===== src/rtl/rsq_pkg.sv =====
// Shared types for the reset source sequencer.
// Assumes: cause codes are decoded by the vector-select logic outside this block.
package rsq_pkg;

    typedef enum logic [2:0] {
        ST_IDLE     = 3'd0,
        ST_POR_HOLD = 3'd1,
        ST_DRIVE    = 3'd2,
        ST_SAMPLE   = 3'd3,
        ST_REL_WAIT = 3'd4
    } rsq_state_e;

    localparam int CAUSE_W = 2;
    typedef logic [CAUSE_W-1:0] rsq_cause_t;

    localparam rsq_cause_t CAUSE_EXT    = 2'b00;
    localparam rsq_cause_t CAUSE_WDOG   = 2'b01;
    localparam rsq_cause_t CAUSE_CLKMON = 2'b10;

endpackage


===== src/rtl/rsq_pin_sync.sv =====
// Multi-stage synchronizer for the asynchronous reset pin level.
// Assumes: STAGES >= 1; the reset value is 1, the pin's idle (pulled-up) level.
module rsq_pin_sync #(
    parameter int STAGES = 2
) (
    input  logic clk,
    input  logic rst_n,
    input  logic pin_async,
    output logic pin_sync
);

    logic [STAGES-1:0] chain_q;

    // Shift the raw pin level through the chain.
    generate
        if (STAGES == 1) begin : g_single
            always_ff @(posedge clk) begin
                if (!rst_n) chain_q <= 1'b1;
                else        chain_q <= pin_async;
            end
        end else begin : g_multi
            always_ff @(posedge clk) begin
                if (!rst_n) chain_q <= '1;
                else        chain_q <= {chain_q[STAGES-2:0], pin_async};
            end
        end
    endgenerate

    assign pin_sync = chain_q[STAGES-1];

endmodule


===== src/rtl/rsq_window_counter.sv =====
// Counts step pulses from 0 to LIMIT-1 and flags the step that completes a window.
// Assumes: LIMIT >= 1; clear has priority over step; the count is 0 after clear.
module rsq_window_counter #(
    parameter int LIMIT = 4
) (
    input  logic clk,
    input  logic rst_n,
    input  logic clear,
    input  logic step,
    output logic last
);

    localparam int W = (LIMIT > 1) ? $clog2(LIMIT) : 1;
    localparam logic [W-1:0] TOP = W'(LIMIT - 1);

    logic [W-1:0] cnt_q;

    assign last = step && (cnt_q == TOP);

    // Advance the window count; wrap on the completing step.
    always_ff @(posedge clk) begin
        if (!rst_n || clear) cnt_q <= '0;
        else if (step)       cnt_q <= last ? '0 : cnt_q + 1'b1;
    end

    AST_CNT_IN_WINDOW: assert property (@(posedge clk) disable iff (!rst_n)
        cnt_q <= TOP);

    AST_LAST_WRAPS: assert property (@(posedge clk) disable iff (!rst_n)
        (last && !clear) |=> (cnt_q == '0));

endmodule


===== src/rtl/rsq_cause_latch.sv =====
// Latches which internal sources asked for reset and encodes the cause at the sample.
// Assumes: clear and set never need to coexist (the sequencer blocks sets while clearing);
// the clock monitor outranks the watchdog when both are latched.
module rsq_cause_latch
    import rsq_pkg::*;
(
    input  logic       clk,
    input  logic       rst_n,
    input  logic       clear,
    input  logic       set_wdog,
    input  logic       set_clkmon,
    input  logic       pin_high,
    output rsq_cause_t cause_sel
);

    logic wdog_q;
    logic clkmon_q;

    // Remember each internal source until the sequence ends.
    always_ff @(posedge clk) begin
        if (!rst_n || clear) begin
            wdog_q   <= 1'b0;
            clkmon_q <= 1'b0;
        end else begin
            if (set_wdog)   wdog_q   <= 1'b1;
            if (set_clkmon) clkmon_q <= 1'b1;
        end
    end

    // Encode the cause from the pin sample and the latched sources.
    always_comb begin
        if (!pin_high)     cause_sel = CAUSE_EXT;
        else if (clkmon_q) cause_sel = CAUSE_CLKMON;
        else if (wdog_q)   cause_sel = CAUSE_WDOG;
        else               cause_sel = CAUSE_EXT;
    end

    AST_SRC_HELD: assert property (@(posedge clk) disable iff (!rst_n)
        (wdog_q && !clear) |=> wdog_q);

    AST_CAUSE_LEGAL_SEL: assert property (@(posedge clk) disable iff (!rst_n)
        cause_sel != 2'b11);

endmodule


===== src/rtl/reset_source_sequencer.sv =====
// Merges the power-on, external-pin, watchdog and clock-monitor reset sources into one
// system reset. It drives the reset pin through an open-drain enable and decides the
// reset cause from a delayed pin sample.
// Assumes: e_tick is a one-cycle pulse at most every other clock; pin_level is the pin
// with an external pull-up; rst_n behaves like a power-on event.
module reset_source_sequencer
    import rsq_pkg::*;
#(
    parameter int POR_CYCLES   = 4064,
    parameter int DRIVE_TICKS  = 4,
    parameter int SAMPLE_TICKS = 2,
    parameter int SYNC_STAGES  = 2
) (
    input  logic       clk,
    input  logic       rst_n,
    input  logic       e_tick,
    input  logic       por_pulse,
    input  logic       wdog_timeout,
    input  logic       clkmon_fault,
    input  logic       pin_level,
    output logic       pin_drive_low,
    output logic       sys_rst_n,
    output rsq_cause_t cause,
    output logic       preset_xmask,
    output logic       preset_imask,
    output logic       preset_stopdis
);

    rsq_state_e state_q, state_d;
    rsq_cause_t cause_q;
    rsq_cause_t cause_sel;
    logic       pin_s;
    logic       req_int;
    logic       in_short;
    logic       restart;
    logic       por_last, drive_last, samp_last;
    logic       decide;
    logic       src_clear;

    assign req_int  = wdog_timeout | clkmon_fault;
    assign in_short = (state_q == ST_DRIVE) || (state_q == ST_SAMPLE) ||
                      (state_q == ST_REL_WAIT);
    assign restart  = !por_pulse && in_short && req_int;
    assign decide   = !por_pulse && !restart && (state_q == ST_SAMPLE) && samp_last;

    rsq_pin_sync #(
        .STAGES (SYNC_STAGES)
    ) u_pin_sync (
        .clk       (clk),
        .rst_n     (rst_n),
        .pin_async (pin_level),
        .pin_sync  (pin_s)
    );

    rsq_window_counter #(
        .LIMIT (POR_CYCLES)
    ) u_por_cnt (
        .clk   (clk),
        .rst_n (rst_n),
        .clear (por_pulse || (state_q != ST_POR_HOLD)),
        .step  (1'b1),
        .last  (por_last)
    );

    rsq_window_counter #(
        .LIMIT (DRIVE_TICKS)
    ) u_drive_cnt (
        .clk   (clk),
        .rst_n (rst_n),
        .clear (restart || (state_q != ST_DRIVE)),
        .step  (e_tick),
        .last  (drive_last)
    );

    rsq_window_counter #(
        .LIMIT (SAMPLE_TICKS)
    ) u_samp_cnt (
        .clk   (clk),
        .rst_n (rst_n),
        .clear (restart || (state_q != ST_SAMPLE)),
        .step  (e_tick),
        .last  (samp_last)
    );

    assign src_clear = por_pulse || decide || (state_q == ST_POR_HOLD);

    rsq_cause_latch u_cause (
        .clk        (clk),
        .rst_n      (rst_n),
        .clear      (src_clear),
        .set_wdog   (wdog_timeout && !src_clear && (state_q != ST_POR_HOLD)),
        .set_clkmon (clkmon_fault && !src_clear && (state_q != ST_POR_HOLD)),
        .pin_high   (pin_s),
        .cause_sel  (cause_sel)
    );

    // Choose the next sequencer state; power-on dominates, then restarts.
    always_comb begin
        state_d = state_q;
        if (por_pulse) begin
            state_d = ST_POR_HOLD;
        end else if (restart) begin
            state_d = ST_DRIVE;
        end else begin
            case (state_q)
                ST_IDLE:     if (req_int || !pin_s) state_d = ST_DRIVE;
                ST_POR_HOLD: if (por_last)          state_d = ST_REL_WAIT;
                ST_DRIVE:    if (drive_last)        state_d = ST_SAMPLE;
                ST_SAMPLE:   if (samp_last)         state_d = ST_REL_WAIT;
                ST_REL_WAIT: if (pin_s)             state_d = ST_IDLE;
                default:                            state_d = ST_POR_HOLD;
            endcase
        end
    end

    // Hold the sequencer state; block reset counts as power-on.
    always_ff @(posedge clk) begin
        if (!rst_n) state_q <= ST_POR_HOLD;
        else        state_q <= state_d;
    end

    // Record the cause at the sample, or force external/power-on on the long hold.
    always_ff @(posedge clk) begin
        if (!rst_n)                                      cause_q <= CAUSE_EXT;
        else if (por_pulse)                              cause_q <= CAUSE_EXT;
        else if ((state_q == ST_POR_HOLD) && por_last)   cause_q <= CAUSE_EXT;
        else if (decide)                                 cause_q <= cause_sel;
    end

    assign pin_drive_low  = (state_q == ST_POR_HOLD) || (state_q == ST_DRIVE);
    assign sys_rst_n      = (state_q == ST_IDLE);
    assign cause          = cause_q;
    assign preset_xmask   = !sys_rst_n;
    assign preset_imask   = !sys_rst_n;
    assign preset_stopdis = !sys_rst_n;

    AST_DRIVE_IN_RESET: assert property (@(posedge clk) disable iff (!rst_n)
        pin_drive_low |-> !sys_rst_n);

    AST_POR_TAKES_PIN: assert property (@(posedge clk) disable iff (!rst_n)
        por_pulse |=> (pin_drive_low && (cause == CAUSE_EXT)));

    AST_RESTART_DRIVES: assert property (@(posedge clk) disable iff (!rst_n)
        (in_short && req_int && !por_pulse) |=> pin_drive_low);

    AST_RELEASE_NEEDS_PIN: assert property (@(posedge clk) disable iff (!rst_n)
        $rose(sys_rst_n) |-> $past(pin_s));

    AST_CAUSE_STABLE_RUN: assert property (@(posedge clk) disable iff (!rst_n)
        (sys_rst_n && $past(sys_rst_n)) |-> $stable(cause));

    AST_CAUSE_LEGAL: assert property (@(posedge clk) disable iff (!rst_n)
        cause != 2'b11);

    AST_EXT_WINS: assert property (@(posedge clk) disable iff (!rst_n)
        ((state_q == ST_SAMPLE) && samp_last && !pin_s && !req_int && !por_pulse)
        |=> (cause == CAUSE_EXT));

endmodule


===== config.mk =====
export PLATFORM = sky130hd
export DESIGN_NAME = reset_source_sequencer
export DESIGN_NICKNAME = d
export VERILOG_FILES = /design/src/rtl/rsq_pkg.sv /design/src/rtl/rsq_pin_sync.sv /design/src/rtl/rsq_window_counter.sv /design/src/rtl/rsq_cause_latch.sv /design/src/rtl/reset_source_sequencer.sv
export SDC_FILE = /design/constraint.sdc
export NUM_CORES = 1
export LEC_CHECK = 0
export ABC_CLOCK_PERIOD_IN_PS = 2100
export BUFFER_PORTS_ARGS = -buffer_cell sky130_fd_sc_hd__buf_4
export CORE_MARGIN = 2
export CORE_UTILIZATION = 56
export CTS_CLUSTER_DIAMETER = 120
export DETAILED_ROUTE_END_ITERATION = 8
export GPL_TIMING_DRIVEN = 0
export PLACE_DENSITY = 0.84
export SLEW_MARGIN = 10
export SYNTH_ARGS = -nofsm -noshare
export SYNTH_HDL_FRONTEND = slang
export SYNTH_SLANG_ARGS = --single-unit

===== constraint.sdc =====
create_clock -name clk -period 2.1 [get_ports clk]
set_clock_uncertainty 0.15 [all_clocks]
set_input_delay 0.21 -clock clk [delete_from_list [all_inputs] [get_ports clk]]
set_output_delay 0.21 -clock clk [all_outputs]
set_load 0.01 [all_outputs]

Yosys cells after proc, flatten, opt, wreduce, memory -nomap -nowiden
Cells that the tools add are included.
W data, S select, Z words.
Word-level totals
  register bits after elaboration: 24
  bits of input ports: 7
  output and inout bits: 7
  word-level logic and storage cells: 83
Operators by class
  add/sub/neg operators: 3
  equal/unequal tests: 19
  multiplexer cells: 12
  bitwise operators: 2
  reductions and logical operators: 38
Operator list (count)
  $mux W3: 5
  $pmux W3 S5: 1
  $logic_or A1 B1 Y1: 13
  $add A12 B1 Y12 const B: 1
  $eq A12 B12 Y1 const B: 1
  $logic_and A1 B1 Y1: 12
  $ne A3 B2 Y1 const B: 4
  $reduce_and A5 Y1: 2
  $mux W2: 4
  $eq A3 B2 Y1 const B: 2
  $logic_not A1 Y1: 6
  $ne A2 B1 Y1 const B: 3
  $ne A3 B1 Y1 const B: 2
  $ne A3 B3 Y1 const B: 2
  $reduce_or A3 Y1: 2
  $ne A2 B2 Y1 const B: 2
  $reduce_or A2 Y1: 2
  $eq A3 B1 Y1 const B: 1
  $eq A3 B3 Y1 const B: 1
  $logic_not A3 Y1: 1
  $add A2 B1 Y2 const B: 1
  $eq A2 B2 Y1 const B: 1
  $mux W1: 2
  $add A1 B1 Y1 const B: 1
  2 further kinds: 2

Logic depth before layout (Yosys ltp)
Gate-level depths: netlist (run 1).
  depth in word-level cells: 14
  mapped depth: 6
  mapped depth without buffers: 5

Hierarchy
From an unflattened synthesis (run 1), not the netlist that was laid out.
Unflattened totals
  cells, all modules: 154
  area, all modules: 1310.0 sq um
Modules (own cells, without submodules)
  rsq_window_counter (u_por_cnt): instances 1, cells each 65, area each 560.5 sq um, sequential area each 240.2 sq um
  reset_source_sequencer: instances 1, cells each 62, area each 460.4 sq um, sequential area each 100.1 sq um
  rsq_window_counter (u_drive_cnt): instances 1, cells each 10, area each 102.6 sq um, sequential area each 40.0 sq um
  rsq_cause_latch: instances 1, cells each 9, area each 85.1 sq um, sequential area each 40.0 sq um
  rsq_pin_sync: instances 1, cells each 4, area each 52.6 sq um, sequential area each 40.0 sq um
  rsq_window_counter (u_samp_cnt): instances 1, cells each 4, area each 48.8 sq um, sequential area each 20.0 sq um

Least setup slack after synthesis (run 1)
Ideal clock, no wire load.
  kind: flip-flop to flip-flop
  start: register u_por_cnt.cnt_q[0]
  end: register u_por_cnt.cnt_q[5]
  library setup time: 115 ps
  data arrival time: 1396 ps
  slack: 440 ps
  stages on the path, launching flop included: 7
  buffers on the path: 1
  period minus slack after synthesis: 1660 ps
  cell sequence: dfxtp_1 > ha_1 > nand4_2 > o41ai_2 > or2_4 > buf_6 > nor2_1
Between the ends
  word-level cells in the longest chain between the ends: 2
Ends and longest elaborated chain
  from (decl): line rsq_window_counter.sv:16  | logic [W-1:0] cnt_q;
  from (signal assigned): line rsq_window_counter.sv:23  | else if (step) cnt_q <= last ? '0 : cnt_q + 1'b1;
  parallel branches: the longest is 2 deep, another holds $add A12 B1 Y12
Parallel ways; which one is timed is not known.
A chain may end at the register's enable or synchronous reset.

Worst setup path after layout (run 1)
  start: register state_q[0]
  end: output pin_drive_low
Between the ends
  word-level cells in the longest chain between the ends: 2
Ends and longest elaborated chain
  from (decl): line reset_source_sequencer.sv:29  | rsq_state_e state_q, state_d;
  from (signal assigned): line reset_source_sequencer.sv:119  | else state_q <= state_d;
  $eq A3 B1 Y1 or $eq A3 B2 Y1 (tied branches): line reset_source_sequencer.sv:130  | assign pin_drive_low = (state_q == ST_POR_HOLD) || (state_q == ST_DRIVE);
  $logic_or A1 B1 Y1 (*): line reset_source_sequencer.sv:130
  to (decl): line reset_source_sequencer.sv:21  | output logic pin_drive_low,
Every way passes the cells marked *; elsewhere a longest branch is shown, timed or not.

==> results of run 1 <==
-- worst reg2reg max path: stages, from the launching register on --
cell,delay [ns]
dfxtp_1,0.37
ha_1,0.22
nand4_2,0.20
o41ai_2,0.42
or2_4,0.21
buf_6,0.13
nor2_1,0.05
-- final timing paths --
path	from	endpoint	slack [ns]
min	por_pulse	state_q[1]	0.06
min reg2reg	u_pin_sync.chain_q[0]	u_pin_sync.chain_q[1]	0.28
max reg2reg	u_por_cnt.cnt_q[0]	u_por_cnt.cnt_q[8]	0.25
max	state_q[0]	pin_drive_low	0.21
-- metrics by stage --
stage	utilization [%]	instance area, um2	power (uW)
detailed placement	66.9	1340	512
finish	71.5	1430	846
floorplan	-	1210	496
global route	71.5	1430	877
global placement	66.9	1340	511
CTS	71.5	1430	856
-- cells by family after synthesis --
family / after synthesis / synth area share (%)
DFF: 24 / 39.5
xor gates and xnor gates: 11 / 7.93
AOI/OAI and AO/OA: 26 / 15.1
buffers and inverters: 12 / 5.15
muxes: 2 / 1.65
adders and majority gates: 2 / 2.06
and+or+nand+nor: 62 / 28.5
-- flip-flops by register name, indices dropped and copies added, names as in the netlist --
name                flops
u_por_cnt.cnt_q        12
state_q                 3
cause                   2
u_drive_cnt.cnt_q       2
u_pin_sync.chain_q      2
u_cause.clkmon_q        1
u_cause.wdog_q          1
u_samp_cnt.cnt_q        1
-- power groups by stage --
stage,clock [uW],combinational (uW),sequential [uW]
after CTS,347,47.0,462
after global routing,363,52.1,462
after global placement,0,39.5,471
final,337,48.1,462
after floorplan,0,25.5,471
after detailed placement,0,40.6,472
-- cell type report --
type | count | share of cell area, %
Buffer | 7 | 3.06
Clock buffer | 3 | 1.57
Clock inverter | 1 | 2.10
Inverter | 5 | 1.31
Multi-Input combinational cell | 103 | 46.9
Sequential cell | 24 | 33.6
Tap cell | 27 | 2.36
Timing Repair Buffer | 16 | 9.09
-- cells in the mapped netlist (all sizes together) (3+ instances only) --
| master | instances | share of area, % |
|---|---|---|
| buf | 5 | 3.0 |
| nor3b | 3 | 2.3 |
| xor2 | 4 | 2.9 |
| nand2b | 8 | 4.1 |
| nor3 | 5 | 2.5 |
| nand2 | 10 | 3.1 |
| nor2 | 15 | 4.8 |
| nand4 | 3 | 2.1 |
| xnor2 | 7 | 5.0 |
| a21oi | 6 | 2.5 |
| dfxtp | 24 | 40 |
| and3 | 3 | 1.6 |
| o21ai | 4 | 1.6 |
| nand3 | 6 | 2.5 |
| inv | 5 | 1.5 |
| nor4 | 3 | 2.1 |
-- layer usage --
layer / track usage (%) / wire length [um] / share of wire (%)
met2: 36.2 / 1220 / 50
met5: 0 / 0 / 0
met1: 27.0 / 1060 / 44
met3: 2.68 / 104 / 4.3
met4: 9.01 / 43 / 1.8
==> impl_metrics.json, run 1 <==
{
  "outcome": "finished, final reports clean",
  "min_path_type": "input port to flip-flop",
  "antenna-diode-count": 0,
  "track_usage_pct": 21.3,
  "place_ws_ns": 0.261,
  "areaGrowthSynthToFinish_pct": 17.8,
  "coreArea_mm2": 0.00200,
  "portBuffers": 12,
  "p_sw_share_pct": 20.0,
  "period_share_pct": 90.1,
  "path_max_fanout": 10,
  "clock.fmax_mhz": 528,
  "grt-ovfl-total": 0,
  "drv_slew": 0,
  "p_leak_uw": 0.000537,
  "pwr-share-clk_pct": 39.8,
  "grt_pass1_wl_mm": 4.17,
  "setup_violations": 0,
  "dp_hpwl_mm": 1.79,
  "synthDistinctLibCells": 44,
  "clock_path_buffers": 2,
  "cts_max_level": 1,
  "end_kind": "output pin",
  "maxSlewHeadroom_pct": 71.0,
  "antenna_found_initial": 0,
  "syn_area_mm2": 0.00121,
  "cts_inserted_buffers": 3,
  "wl_mm": 2.43,
  "arrival_ns": 1.53,
  "irDropWorstVdd_uv": 421,
  "cts_root_buf": "clkbuf_4",
  "grt_pass1_vias": 1006,
  "drtIter0Drc": 26,
  "post_cts_resized": 0,
  "layout_commonest_cell": "dfxtp_1",
  "critPathKind": "flip-flop to output pin",
  "worst_slack_ns": 0.207,
  "cts_tree": "yes",
  "holdWs_ns": 0.0628,
  "drive_gt1_share_pct": 18.9,
  "seq_area_um2": 480,
  "stdcell_count": 186,
  "layout_min_cycle_time_ns": 1.89,
  "tightest_slew_ns": 0.435,
  "cp_top_family": "buffers and inverters",
  "switching_power_uw": 170,
  "post_drt_wl_per_cell_um": 13.1,
  "gp_congestion": 0.917,
  "cp-start-kind": "flip-flop",
  "internal-power_uw": 677,
  "p_per_area_mw_per_mm2": 591,
  "p_comb_share_pct": 5.7,
  "clkTransAtPathRegs_ns": 0.13,
  "critPathSlowestCell": "dfxtp_1",
  "r2r_cells": 6,
  "start_util_pct": 60.7,
  "fill_cells": 161,
  "synth_ff_type": "dfxtp_1",
  "crit_buf_inv": 2,
  "power.share.sequential_pct": 54.5,
  "ant_nets": 0,
  "die_h_um": 50.6,
  "hold_viol_final": 0,
  "hold_buffers": 4,
  "dr_total_vias": 1040,
  "syn_area_per_cell_um2": 8.74,
  "clkSinkCount": 24,
  "ys_async_sr_fraction_pct": 0,
  "rsz0062_at_grt": "no",
  "die_w_um": 50.6,
  "required_ns": 1.74,
  "final_cell_mix": "dfxtp_1, nor2_1, buf_4, nand2_1, nand2b_1",
  "yosys_warnings": 0,
  "cap_violations": 0,
  "drc": 0,
  "synth_cells": 139,
  "post-cts-setup-buffer-count": 0,
  "yosysSeqAreaShare_pct": 39.5,
  "multi_input_area_um2": 672,
  "vias_per_cell": 5.59,
  "path_depth": 4,
  "setup_tns_ns": 0,
  "worstSkewPairLatency_ns": 0.32,
  "synth_edf_count": 0,
  "final_nets": 169,
  "slowest_delay_ns": 0.46,
  "syn_nets": 148,
  "dieArea_mm2": 0.00256,
  "grt_start_max_net_pins": 15,
  "core.rowCount": 16,
  "worstPathCellList": "clkbuf_1, xnor2_1, nor2_1, buf_4",
  "ys_seq_elements": 24,
  "dp_cells": 178,
  "num_io_pins": 14,
  "hold_depth": 4,
  "drtPass1Iterations": 5
}
Note: power is estimated with default switching activity, not from simulation.
==> run 2, diff against run 1 <==
--- a/config.mk
+++ b/config.mk
@@ -7,12 +7,13 @@
 export LEC_CHECK = 0
 export ABC_CLOCK_PERIOD_IN_PS = 2100
 export BUFFER_PORTS_ARGS = -buffer_cell sky130_fd_sc_hd__buf_4
+export CAP_MARGIN = 20
 export CORE_MARGIN = 2
 export CORE_UTILIZATION = 56
 export CTS_CLUSTER_DIAMETER = 120
 export DETAILED_ROUTE_END_ITERATION = 8
 export GPL_TIMING_DRIVEN = 0
-export PLACE_DENSITY = 0.84
+export PLACE_DENSITY = 0.86
 export SLEW_MARGIN = 10
 export SYNTH_ARGS = -nofsm -noshare
 export SYNTH_HDL_FRONTEND = slang
==> run 2 against run 1 <==
Via count is 0.67% higher; utilization is 0.31 points lower; non-clock buffer count is 1 higher; global-route usage is 0.92 points lower; wire length is 0.95% higher; clock power is 30% lower; sequential power hardly changed; critical endpoint unchanged.
==> impl_metrics.json, run 2 (same netlist as run 1, synthesis figures left out) <==
{
  "portBuffers": 12,
  "coreArea_mm2": 0.00200,
  "p_sw_share_pct": 20.9,
  "p_leak_uw": 0.000533,
  "grt-ovfl-total": 0,
  "cts_max_level": 1,
  "irDropWorstVdd_uv": 431,
  "die_h_um": 50.6,
  "stdcell_count": 187,
  "clock.fmax_mhz": 524,
  "gp_congestion": 0.860,
  "drtIter0Drc": 24,
  "end_kind": "output pin",
  "hold_viol_final": 0,
  "holdWs_ns": 0.0830,
  "pwr-share-clk_pct": 31.5,
  "top_regs": "u_por_cnt.cnt_q x12, state_q x3",
  "dr_total_vias": 1047,
  "drc": 0,
  "cp-start-kind": "flip-flop",
  "tightest_slew_ns": 0.458,
  "final_cell_mix": "dfxtp_1, nor2_1, buf_4, nand2_1, nand2b_1",
  "required_ns": 1.74,
  "internal-power_uw": 591,
  "vias_per_cell": 5.60,
  "grt_pass1_vias": 903,
  "areaGrowthSynthToFinish_pct": 17.3,
  "p_comb_share_pct": 6.6,
  "clkTransAtPathRegs_ns": 0.13,
  "wl_mm": 2.45,
  "fill_cells": 163,
  "final_nets": 170,
  "worstSkewPairLatency_ns": 0.31,
  "post_drt_wl_per_cell_um": 13.1,
  "cap_violations": 0,
  "layout_commonest_cell": "dfxtp_1",
  "start_util_pct": 60.7,
  "num_io_pins": 14,
  "switching_power_uw": 156,
  "arrival_ns": 1.55,
  "clkSinkCount": 24,
  "drive_gt1_share_pct": 18.8,
  "post-cts-setup-buffer-count": 0,
  "path_max_fanout": 10,
  "clock_path_buffers": 2,
  "critPathSlowestCell": "dfxtp_1",
  "period_share_pct": 90.9,
  "p_per_area_mw_per_mm2": 524,
  "grt_pass1_wl_mm": 3.95,
  "setup_violations": 0,
  "track_usage_pct": 20.4,
  "slowest_delay_ns": 0.46,
  "largest_reg_flops": 12,
  "layout_min_cycle_time_ns": 1.91,
  "grt_start_max_net_pins": 14,
  "cts_inserted_buffers": 3,
  "dp_hpwl_mm": 1.80,
  "regMostFlops": "u_por_cnt.cnt_q",
  "maxSlewHeadroom_pct": 69.5,
  "hold_buffers": 5,
  "drv_slew": 0,
  "antenna-diode-count": 0,
  "post_cts_resized": 0,
  "power.share.sequential_pct": 61.8,
  "outcome": "finished, final reports clean",
  "cts_tree": "yes",
  "worstPathCellList": "clkbuf_1, xnor2_1, nor2_1, buf_4",
  "rsz0062_at_grt": "no",
  "die_w_um": 50.6,
  "antenna_found_initial": 0,
  "dp_cells": 178,
  "ant_nets": 0,
  "setup_tns_ns": 0,
  "dieArea_mm2": 0.00256,
  "post-route-util_pct": 71.2,
  "critPathKind": "flip-flop to output pin",
  "min_path_type": "input port to flip-flop",
  "cts_root_buf": "clkbuf_4",
  "drtPass1Iterations": 4,
  "core.rowCount": 16
}
==> run 2: cell count changes in the layout (fill, tap and decap cells not counted) <==
| cell | before | now |
|---|---|---|
| bufinv_16 | 1 | 0 |
| clkbuf_8 | 0 | 1 |
| dlygate4sd3_1 | 4 | 5 |
==> run 2: worst paths after layout <==
path         cells after the start                     to  slack (ns)                   from
min reg2reg                      1  u_pin_sync.chain_q[1]        0.29  u_pin_sync.chain_q[0]
max                              4          pin_drive_low        0.19             state_q[0]
max reg2reg                      6     u_por_cnt.cnt_q[8]        0.22     u_por_cnt.cnt_q[0]
min                              4             state_q[1]        0.08              por_pulse
==> run 2: layer usage <==
metal | wire [um] | vias up | global-route usage [%]
li1 | - | 526 | -
met1 | 1060 | 494 | 25.0
met2 | 1260 | 25 | 35.5
met3 | 118 | 2 | 5.36
met4 | 12 | 0 | 4.50
met5 | 0 | - | 0
==> run 2: layout make-up <==
cell class	instances	area (um2)	share of cell area, %
Buffer	7	43.8	3.07
Clock buffer	4	36.3	2.55
Inverter	5	18.8	1.32
Multi-Input combinational cell	103	672	47.1
Sequential cell	24	480	33.7
Tap cell	27	33.8	2.37
Timing Repair Buffer	17	140	9.83
==> run 2: power by group through the flow <==
stage / clock [uW] / combinational (uW) / sequential [uW]
finish: 235 / 49.5 / 461
global route: 267 / 53.1 / 462
CTS: 242 / 48.1 / 461
detailed placement: 0 / 40.3 / 471
global placement: 0 / 39.4 / 471
floorplan: 0 / 25.5 / 471
==> run 2: critical path: cells and delay by family, from the launching register on <==
| family | cells | cell delay (ns) |
|---|---|---|
| XOR/XNOR | 1 | 0.17 |
| flip-flops | 1 | 0.46 |
| buffers and inverters | 2 | 0.54 |
| AND/OR/NAND/NOR | 1 | 0.06 |
==> run 2: metrics by stage <==
step	area, um2	setup slack [ns]	total power (uW)
2_1_floorplan	1210	0.440	496
3_3_place_gp	1340	0.291	511
3_5_place_dp	1340	0.232	512
4_1_cts	1430	0.196	752
5_1_grt	1430	0.0637	782
6_report	1430	0.191	746
